`src/rtl/sio_pkg.sv`:
```
package sio_pkg;
    typedef struct packed {
        logic lead;
        logic trail;
    } sio_edge_t;
endpackage

```
`src/rtl/sio_master_clk.sv`:
```
module sio_master_clk
    import sio_pkg::*;
#(
    parameter int PRESC_W = 4,
    parameter int DIV_W   = 8
) (
    input  logic               clk,
    input  logic               rst_n,
    input  logic               run,
    input  logic [PRESC_W-1:0] presc_exp,
    input  logic [DIV_W-1:0]   div,
    input  logic               cpol,
    output sio_edge_t          ev,
    output logic               sck
);
    localparam int PCNT_W = (1 << PRESC_W) - 1;

    typedef struct packed {
        logic [PCNT_W-1:0] pcnt;
        logic [DIV_W-1:0]  hcnt;
        logic              phase;
    } mclk_t;

    mclk_t q, d;
    logic [PCNT_W-1:0] mask;
    logic              tick;

    always_comb begin
        d    = q;
        ev   = '0;
        mask = ~({PCNT_W{1'b1}} << presc_exp);
        tick = (q.pcnt == mask);
        if (!run) begin
            d = '0;
        end else begin
            d.pcnt = tick ? '0 : q.pcnt + 1'b1;
            if (tick) begin
                if (q.hcnt == div) begin
                    d.hcnt  = '0;
                    d.phase = ~q.phase;
                    ev.lead  = ~q.phase;
                    ev.trail = q.phase;
                end else begin
                    d.hcnt = q.hcnt + 1'b1;
                end
            end
        end
    end

    always_ff @(posedge clk or negedge rst_n) begin
        if (!rst_n) q <= '0;
        else        q <= d;
    end

    assign sck = cpol ^ q.phase;
endmodule

```
`src/rtl/sio_slave_sync.sv`:
```
module sio_slave_sync
    import sio_pkg::*;
(
    input  logic      clk,
    input  logic      rst_n,
    input  logic      sck_in,
    input  logic      cpol,
    output sio_edge_t ev
);
    typedef struct packed {
        logic s1;
        logic s2;
        logic s3;
    } sync_t;

    sync_t q, d;
    logic  lvl_now, lvl_old;

    always_comb begin
        d.s1 = sck_in;
        d.s2 = q.s1;
        d.s3 = q.s2;
        lvl_now  = q.s2 ^ cpol;
        lvl_old  = q.s3 ^ cpol;
        ev.lead  = lvl_now & ~lvl_old;
        ev.trail = ~lvl_now & lvl_old;
    end

    always_ff @(posedge clk or negedge rst_n) begin
        if (!rst_n) q <= '0;
        else        q <= d;
    end
endmodule

```
`src/rtl/sio_shift_engine.sv`:
```
module sio_shift_engine
    import sio_pkg::*;
#(
    parameter int MAX_LEN = 16,
    parameter int MIN_LEN = 7,
    parameter int LEN_W   = $clog2(MAX_LEN + 1)
) (
    input  logic               clk,
    input  logic               rst_n,
    input  sio_edge_t          ev,
    input  logic [LEN_W-1:0]   cfg_len,
    input  logic               lsb_first,
    input  logic               invert,
    input  logic               cpha,
    input  logic               irq_on_empty,
    input  logic [MAX_LEN-1:0] tx_data,
    input  logic               tx_wr,
    input  logic               rx_rd,
    input  logic               ovr_clr,
    input  logic               sdi,
    output logic               busy,
    output logic               sdo,
    output logic               tx_empty,
    output logic [MAX_LEN-1:0] rx_data,
    output logic               rx_valid,
    output logic               ovr,
    output logic               irq
);
    typedef struct packed {
        logic [MAX_LEN-1:0] txbuf;
        logic               txfull;
        logic [MAX_LEN-1:0] word;
        logic               busy;
        logic [LEN_W-1:0]   cnt;
        logic               sdo;
        logic [MAX_LEN-1:0] rsh;
        logic [MAX_LEN-1:0] rxbuf;
        logic               rxvalid;
        logic               ovr;
        logic               irq;
    } eng_t;

    eng_t q, d;
    logic [LEN_W-1:0]   len;
    logic               rx_bit;
    logic [MAX_LEN-1:0] rsh_n;

    function automatic logic pick_bit(input logic [MAX_LEN-1:0] w,
                                      input logic [LEN_W-1:0]   idx,
                                      input logic [LEN_W-1:0]   flen,
                                      input logic               lsb);
        logic [LEN_W-1:0]   pos;
        logic [MAX_LEN-1:0] t;
        pos = lsb ? idx : (flen - LEN_W'(1) - idx);
        t   = w >> pos;
        return t[0];
    endfunction

    always_comb begin
        d      = q;
        d.irq  = 1'b0;
        rsh_n  = q.rsh;
        rx_bit = sdi ^ invert;

        if (cfg_len < LEN_W'(MIN_LEN))      len = LEN_W'(MIN_LEN);
        else if (cfg_len > LEN_W'(MAX_LEN)) len = LEN_W'(MAX_LEN);
        else                                len = cfg_len;

        if (rx_rd)   d.rxvalid = 1'b0;
        if (ovr_clr) d.ovr     = 1'b0;
        if (tx_wr && !q.txfull) begin
            d.txbuf  = tx_data;
            d.txfull = 1'b1;
        end

        if (!q.busy) begin
            if (q.txfull) begin
                d.word   = q.txbuf;
                d.txfull = 1'b0;
                d.busy   = 1'b1;
                d.cnt    = '0;
                d.rsh    = '0;
                d.sdo    = pick_bit(q.txbuf, '0, len, lsb_first) ^ invert;
                d.irq    = irq_on_empty;
            end
        end else begin
            if (ev.lead) begin
                if (!cpha) rsh_n = lsb_first ? {rx_bit, q.rsh[MAX_LEN-1:1]}
                                             : {q.rsh[MAX_LEN-2:0], rx_bit};
                else       d.sdo = pick_bit(q.word, q.cnt, len, lsb_first) ^ invert;
            end
            if (ev.trail) begin
                if (cpha) rsh_n = lsb_first ? {rx_bit, q.rsh[MAX_LEN-1:1]}
                                            : {q.rsh[MAX_LEN-2:0], rx_bit};
                if (q.cnt + LEN_W'(1) == len) begin
                    d.busy    = 1'b0;
                    d.rxbuf   = lsb_first ? (rsh_n >> (LEN_W'(MAX_LEN) - len)) : rsh_n;
                    d.rxvalid = 1'b1;
                    if (q.rxvalid && !rx_rd) d.ovr = 1'b1;
                    d.irq     = ~irq_on_empty;
                end else begin
                    d.cnt = q.cnt + LEN_W'(1);
                    if (!cpha) d.sdo = pick_bit(q.word, q.cnt + LEN_W'(1), len, lsb_first) ^ invert;
                end
            end
            d.rsh = rsh_n;
        end
    end

    always_ff @(posedge clk or negedge rst_n) begin
        if (!rst_n) q <= '0;
        else        q <= d;
    end

    assign busy     = q.busy;
    assign sdo      = q.sdo;
    assign tx_empty = ~q.txfull;
    assign rx_data  = q.rxbuf;
    assign rx_valid = q.rxvalid;
    assign ovr      = q.ovr;
    assign irq      = q.irq;
endmodule

```
`src/rtl/sio_channel.sv`:
```
module sio_channel
    import sio_pkg::*;
#(
    parameter int MAX_LEN = 16,
    parameter int MIN_LEN = 7,
    parameter int PRESC_W = 4,
    parameter int DIV_W   = 8,
    parameter int LEN_W   = $clog2(MAX_LEN + 1)
) (
    input  logic               clk,
    input  logic               rst_n,
    input  logic               cfg_master,
    input  logic               cfg_cpol,
    input  logic               cfg_cpha,
    input  logic               cfg_lsb_first,
    input  logic               cfg_invert,
    input  logic               cfg_irq_on_empty,
    input  logic [LEN_W-1:0]   cfg_frame_len,
    input  logic [PRESC_W-1:0] cfg_presc,
    input  logic [DIV_W-1:0]   cfg_div,
    input  logic [MAX_LEN-1:0] tx_data,
    input  logic               tx_wr,
    output logic               tx_empty,
    output logic [MAX_LEN-1:0] rx_data,
    output logic               rx_valid,
    input  logic               rx_rd,
    output logic               ovr_flag,
    input  logic               ovr_clr,
    output logic               irq,
    input  logic               sck_in,
    output logic               sck_out,
    output logic               sck_oe,
    input  logic               sdi,
    output logic               sdo
);
    sio_edge_t m_ev, s_ev, ev;
    logic      eng_busy;

    sio_master_clk #(.PRESC_W(PRESC_W), .DIV_W(DIV_W)) u_mclk (
        .clk      (clk),
        .rst_n    (rst_n),
        .run      (eng_busy & cfg_master),
        .presc_exp(cfg_presc),
        .div      (cfg_div),
        .cpol     (cfg_cpol),
        .ev       (m_ev),
        .sck      (sck_out)
    );

    sio_slave_sync u_ssync (
        .clk   (clk),
        .rst_n (rst_n),
        .sck_in(sck_in),
        .cpol  (cfg_cpol),
        .ev    (s_ev)
    );

    assign ev     = cfg_master ? m_ev : s_ev;
    assign sck_oe = cfg_master;

    sio_shift_engine #(.MAX_LEN(MAX_LEN), .MIN_LEN(MIN_LEN), .LEN_W(LEN_W)) u_eng (
        .clk         (clk),
        .rst_n       (rst_n),
        .ev          (ev),
        .cfg_len     (cfg_frame_len),
        .lsb_first   (cfg_lsb_first),
        .invert      (cfg_invert),
        .cpha        (cfg_cpha),
        .irq_on_empty(cfg_irq_on_empty),
        .tx_data     (tx_data),
        .tx_wr       (tx_wr),
        .rx_rd       (rx_rd),
        .ovr_clr     (ovr_clr),
        .sdi         (sdi),
        .busy        (eng_busy),
        .sdo         (sdo),
        .tx_empty    (tx_empty),
        .rx_data     (rx_data),
        .rx_valid    (rx_valid),
        .ovr         (ovr_flag),
        .irq         (irq)
    );
endmodule

```
`config.mk`:
```
export PLATFORM = sky130hd
export DESIGN_NAME = sio_channel
export DESIGN_NICKNAME = d
export VERILOG_FILES = /design/src/rtl/sio_pkg.sv /design/src/rtl/sio_master_clk.sv /design/src/rtl/sio_slave_sync.sv /design/src/rtl/sio_shift_engine.sv /design/src/rtl/sio_channel.sv
export SDC_FILE = /design/constraint.sdc
export NUM_CORES = 1
export LEC_CHECK = 0
export CAP_MARGIN = 10
export CORE_MARGIN = 2
export CORE_UTILIZATION = 52
export DETAILED_ROUTE_END_ITERATION = 8
export MAX_ROUTING_LAYER = met4
export PLACE_DENSITY = 0.73
export SLEW_MARGIN = 5
export SYNTH_ARGS = -nofsm -noshare
export SYNTH_HDL_FRONTEND = slang
export SYNTH_HIERARCHICAL = 1
export SYNTH_SLANG_ARGS = --single-unit
```
`constraint.sdc`:
```
create_clock -name clk -period 12.1 [get_ports clk]
set_input_delay 1.21 -clock clk [delete_from_list [all_inputs] [get_ports clk]]
set_output_delay 1.21 -clock clk [all_outputs]
set_load 0.02 [all_outputs]
```
; ---- After elaboration in Yosys (flattened, before gate mapping)
; Cells that the tools add are included.
[classes]
order_cmp = 2
bitwise = 17
n_mux = 40
n_reduce_logical = 9
n_shift = 5
eq_ne = 7
n_addsub = 7
[ops]
columns = cell, n
row1 = two-way mux 16 bit, 8
row2 = right shift 16 x 5 -> 1 bit, 3
row3 = two-way mux 40 bit, 1
row4 = two-way mux 5 bit, 5
row5 = two-way mux 24 bit, 1
row6 = two-way mux 23 bit, 1
row7 = two-way mux 17 bit, 1
row8 = right shift 16 x 5 -> 16 bit, 1
row9 = "adder 15 x 1 -> 15 bit, second input constant", 1
row10 = equality test 15 bit, 1
row11 = two-way mux 15 bit, 1
row12 = inverter 15 bit, 1
row13 = "<< shifter 15 x 4 -> 15 bit, first input constant", 1
row14 = two-way mux 1 bit, 11
row15 = two-way mux 2 bit, 5
row16 = subtractor 5 bit, 2
row17 = two-way mux 9 bit, 1
row18 = "adder 8 x 1 -> 8 bit, second input constant", 1
row19 = equality test 8 bit, 1
row20 = two-way mux 8 bit, 1
row21 = "inequality test 2 bit, second input constant", 4
row22 = two-way mux 7 bit, 1
row23 = XOR 1 bit, 7
row24 = two-way mux 3 bit, 2
row25 = 14 further kinds, 25
[word_totals]
out_inout_bits = 23
elab_cells = 104
inputBits = 46
register_bits = 102

; ---- Logic depth before layout (Yosys ltp)
[depth]
depth_word = 14
mapped_depth = 19

; ---- Cells and area by module
; Netlist, hierarchy kept.
[by_module_without_submodules]
columns = module, cells_each, area_each_um2, instances
row1 = sio_shift_engine, 561, 5462.7, 1
row2 = sio_master_clk, 210, 1794.2, 1
row3 = sio_slave_sync, 7, 108.9, 1
row4 = sio_channel, 4, 37.5, 1

; ---- Worst setup path after synthesis
; OpenSTA, ideal clock, no wires.
[synth_path]
path_type = input port to flip-flop
startpoint = input cfg_frame_len[4]
endpoint = register u_eng.q (netlist bit u_eng/sdo)
required_ns = 11.960
path_stages = 17
arrival_time_ns = 4.865
n_path_buf = 4
setup_ns = 0.140
slack_ns = 7.095
path_cell_list = buf_2 inv_1 nand2_1 buf_2 ha_1 buf_2 inv_1 buf_1 ha_1 nor2b_1 o21a_1 o21a_1 o31ai_1 mux2i_1 a21oi_1 o41ai_1 o211ai_2
[synth_between]
elab_chain_cells = 14
[synth_rtl]
columns = element, line_no
row1 = from (decl), sio_channel.sv:18  ; input logic [LEN_W-1:0] cfg_frame_len,
row2 = > comparator 5 bit, sio_shift_engine.sv:66  ; else if (cfg_len > LEN_W'(MAX_LEN)) len = LEN_W'(MAX_LEN);
row3 = two-way mux 5 bit, sio_shift_engine.sv:66
row4 = two-way mux 5 bit (*), sio_shift_engine.sv:65  ; if (cfg_len < LEN_W'(MIN_LEN)) len = LEN_W'(MIN_LEN);
row5 = subtractor 5 x 1 -> 5 bit, sio_shift_engine.sv:54  ; pos = lsb ? idx : (flen - LEN_W'(1) - idx);
row6 = subtractor 5 bit, sio_shift_engine.sv:54
row7 = two-way mux 5 bit, sio_shift_engine.sv:54
row8 = right shift 16 x 5 -> 1 bit, sio_shift_engine.sv:55  ; t = w >> pos;
row9 = XOR 1 bit, sio_shift_engine.sv:90  ; else d.sdo = pick_bit(q.word, q.cnt, len, lsb_first) ^ invert;
row10 = two-way mux 1 bit, sio_shift_engine.sv:88  ; if (!cpha) rsh_n = lsb_first ? {rx_bit, q.rsh[MAX_LEN-1:1]}
row11 = two-way mux 1 bit, sio_shift_engine.sv:87  ; if (ev.lead) begin
row12 = two-way mux 1 bit, sio_shift_engine.sv:103  ; if (!cpha) d.sdo = pick_bit(q.word, q.cnt + LEN_W'(1), len, lsb_first) ^ invert;
row13 = two-way mux 6 bit, sio_shift_engine.sv:95  ; if (q.cnt + LEN_W'(1) == len) begin
row14 = two-way mux 7 bit, sio_shift_engine.sv:92  ; if (ev.trail) begin
row15 = two-way mux 23 bit (*), sio_shift_engine.sv:76  ; if (!q.busy) begin
row16 = to (signal assigned), sio_shift_engine.sv:111  ; if (!rst_n) q <= '0;
row17 = to (signal assigned), sio_shift_engine.sv:112  ; else q <= d;
row18 = to (decl), sio_shift_engine.sv:43  ; eng_t q, d;
; Every way passes the cells marked *; elsewhere a longest branch is shown, timed or not. The select of a mux whose other input is x is not followed.
; A chain may end at the register's enable or synchronous reset.

==> summary.md <==
| Metric | Value |
|---|---|
| Min-Delay Endpoint | `u_ssync/d[0]` |
| Fin Hold WS | `355 ps` |
| Ys flop type | `dfrtp_1` |
| H-tree Lvls | `3` |
| DP Wirelength | `13,400 µm` |
| Starting Density | `0.533` |
| Clk_skew | `11.3 ps` |
| Final instance area | `8280 µm²` |
| Final net count | `869` |
| CP Capture Type | `register` |
| Post-synth top area cell | `dfrtp_1` |
| Antenna violations before repair | `0` |
| Final Hold Viols | `0` |
| Mapped Area | `7400 µm²` |
| Slew @ Worst Pin | `931 ps` |
| Most numerous cell in the Yosys netlist | `dfrtp_1` |
| Post-Syn Nets | `843` |
| R2R depth | `13` |
| Pwr Density | `190 nW/µm²` |
| Clk sinks | `102` |
| Share of the synthesized area in the top cell type | `0.345` |
| Top cells by count, synth | `102 x dfrtp_1, 76 x mux2i_1, 69 x nand2_1` |
| IO Port Bufs | `68` |
| Cell Rows | `43` |
| Die width | `123 µm` |
| Vias in the first global route | `6,065` |
| P&R area growth vs syn | `11.9%` |
| RD Place Congestion | `0.900` |
| RR Startpoint | `u_mclk/q[15]` |
| Clk_lat worst skew | `360 ps` |
| Hold_sp | `u_ssync/d[1]` |
| DIE AREA | `15,200 µm²` |
| TritonCTS Buffers | `9` |
| Fmax | `165 MHz` |
| Vias per cell | `6.17` |
| Resized cells post-CTS | `0` |
| Synth Instances | `782` |
| Die Y | `123 µm` |
| Boundary Pins | `69` |
| Critical Path Start Type | `primary input` |
| Pre-CTS setup slack | `5740 ps` |
| Register area share after synthesis | `0.345` |
| Top cells by area in the synthesized netlist | `dfrtp_1 34%, mux2i_1 10%, mux2_2 7.3%` |
| Data required, critical path | `12,330 ps` |
| Post-DP Area | `7990 µm²` |
| Ys async rst share | `1.00` |
| Clk buf depth | `2` |
| CTS tree | `done` |
| Tcrit/Tclk final | `0.500` |
| Critical path class | `in2reg` |
| Ys Warns | `6` |
| Ant diodes | `0` |
| Worst Hold Class | `reg2reg` |
| Pins Over Slew Limit | `0` |
| Placed insts | `977` |
| Post-synth EDFFs | `0` |
| Starting DRC count in detailed routing | `479` |
| Flop2flop setup slack | `7190 ps` |
| GRT Total Usage | `0.262` |
| Slew margin rel. | `0.373` |
| RSZ-0062 raised after global routing | `false` |
| Hold depth | `0` |
| CP Max Fanout | `17` |
| # setup viols final | `0` |
| FF+latch count, synth | `102` |
| Via count | `6,131` |
| Drt pass-1 iters | `6` |
| Core area | `13,900 µm²` |
| Non-Filler Instances | `993` |
| WL/cell | `18.6 µm` |
| Peak supply drop | `106 µV` |
| Share of post-route cells with drive strength above 1 | `0.121` |
| Max-Cap Viols | `0` |
| Hold_buf cts | `0` |
| Mean Syn Cell Area | `9.47 µm²` |
| Setup TNS | `0 ps` |
| RR Endpoint | `u_eng/rx_data[5]` |
| Global-route wire length before repair | `30,500 µm` |
| Routed Antenna Nets | `0` |
| Outcome | `finished clean` |
| Post-CTS Setup Inserts | `0` |
| Static Leakage | `3.48 nW` |
| Drt drc | `0` |
| Worst setup margin | `6050 ps` |
| Largest net degree at the start of global routing | `67` |
| Total grt overflow | `0` |
| DRT Wirelength | `18,500 µm` |
| Root buf cell | `clkbuf_16` |
| Clock transition at path regs | `70 ps` |
| Min cycle time layout | `6050 ps` |
| Yosys cell types | `78` |
| WP data arrival | `6280 ps` |
[layout by cell type, fill, tap and decap left out, types with 14 or more instances in the layout]
cell type,synthesis,layout
dfrtp_1,102,102
mux2i_1,76,76
nand2_1,69,69
nor2_1,67,67
clkdlybuf4s50_1,0,66
mux2_2,48,48
o21ai_0,48,47
a21oi_1,34,34
inv_1,25,25
xnor2_1,22,22
and3_1,14,14
[per-stage QoR]
step                       util  total power, mW
after floorplan               -             1.09
after global placement    0.576             1.26
after detailed placement  0.576             1.28
after CTS                 0.597             1.58
after global routing      0.597             1.68
final                     0.597             1.58
[layer usage]
| layer | wire length (µm) | track usage |
|---|---|---|
| met3 | 805 | 0.0392 |
| met5 | 0 | - |
| met4 | 343 | 0.0945 |
| met2 | 9230 | 0.416 |
| met1 | 8110 | 0.343 |
[critical path: stages]
cell             delay (ps)
clkdlybuf4s50_1         680
or3b_1                  500
o32ai_2                 220
a21oi_1                  80
nor4_1                  680
nand4_1                 260
nor3b_1                 250
mux2_2                  230
or2_1                   640
mux2i_1                 420
mux2i_1                 240
mux4_2                  500
a221oi_1                270
a21oi_1                 100
[state kept, by name, summed over array words and instances (netlist names)]
register	flops
u_eng/q	54
u_eng/ovr	1
u_eng/busy	1
u_eng/irq	1
u_eng/rx_valid	1
u_ssync/q	1
u_eng/sdo	1
u_mclk/q	24
u_eng/rx_data	16
u_ssync/d	2
[final cells by class]
cell class | instances | area (µm²)
clock buffers | 10 | 239
clock inverters | 6 | 51.3
fillers | 1184 | 5600
inverters | 26 | 97.6
multi-input cells | 593 | 4380
flip-flops and latches | 102 | 2550
well taps | 180 | 225
repair buffers | 76 | 733
[how the worst max path moves through the flow]
| stage | startpoint | to | cells after the start |
|---|---|---|---|
| after floorplan | cfg_frame_len[4] | u_eng/sdo | 17 |
| after global placement | cfg_presc[3] | u_eng/rx_data[5] | 14 |
| after detailed placement | cfg_presc[3] | u_eng/rx_data[5] | 14 |
| after CTS | cfg_presc[3] | u_eng/rx_data[5] | 14 |
| after global routing | cfg_presc[3] | u_eng/rx_data[3] | 16 |
| final | cfg_presc[3] | u_eng/rx_data[5] | 14 |
[power breakdown]
| part | switching [mW] | internal [mW] |
|---|---|---|
| Sequential | 0.101 | 0.450 |
| Clock | 0.141 | 0.149 |
| Combinational | 0.383 | 0.351 |
| Total | 0.626 | 0.950 |
[cell families after synthesis]
family / after synthesis / share of synthesized area
compound gates: 162 / 0.146
xor+xnor: 36 / 0.0436
fa+ha+maj: 15 / 0.0274
buf+inv: 87 / 0.0632
flops: 102 / 0.345
mux: 136 / 0.210
simple gates: 244 / 0.164
Power figures use the tool's default switching activity.
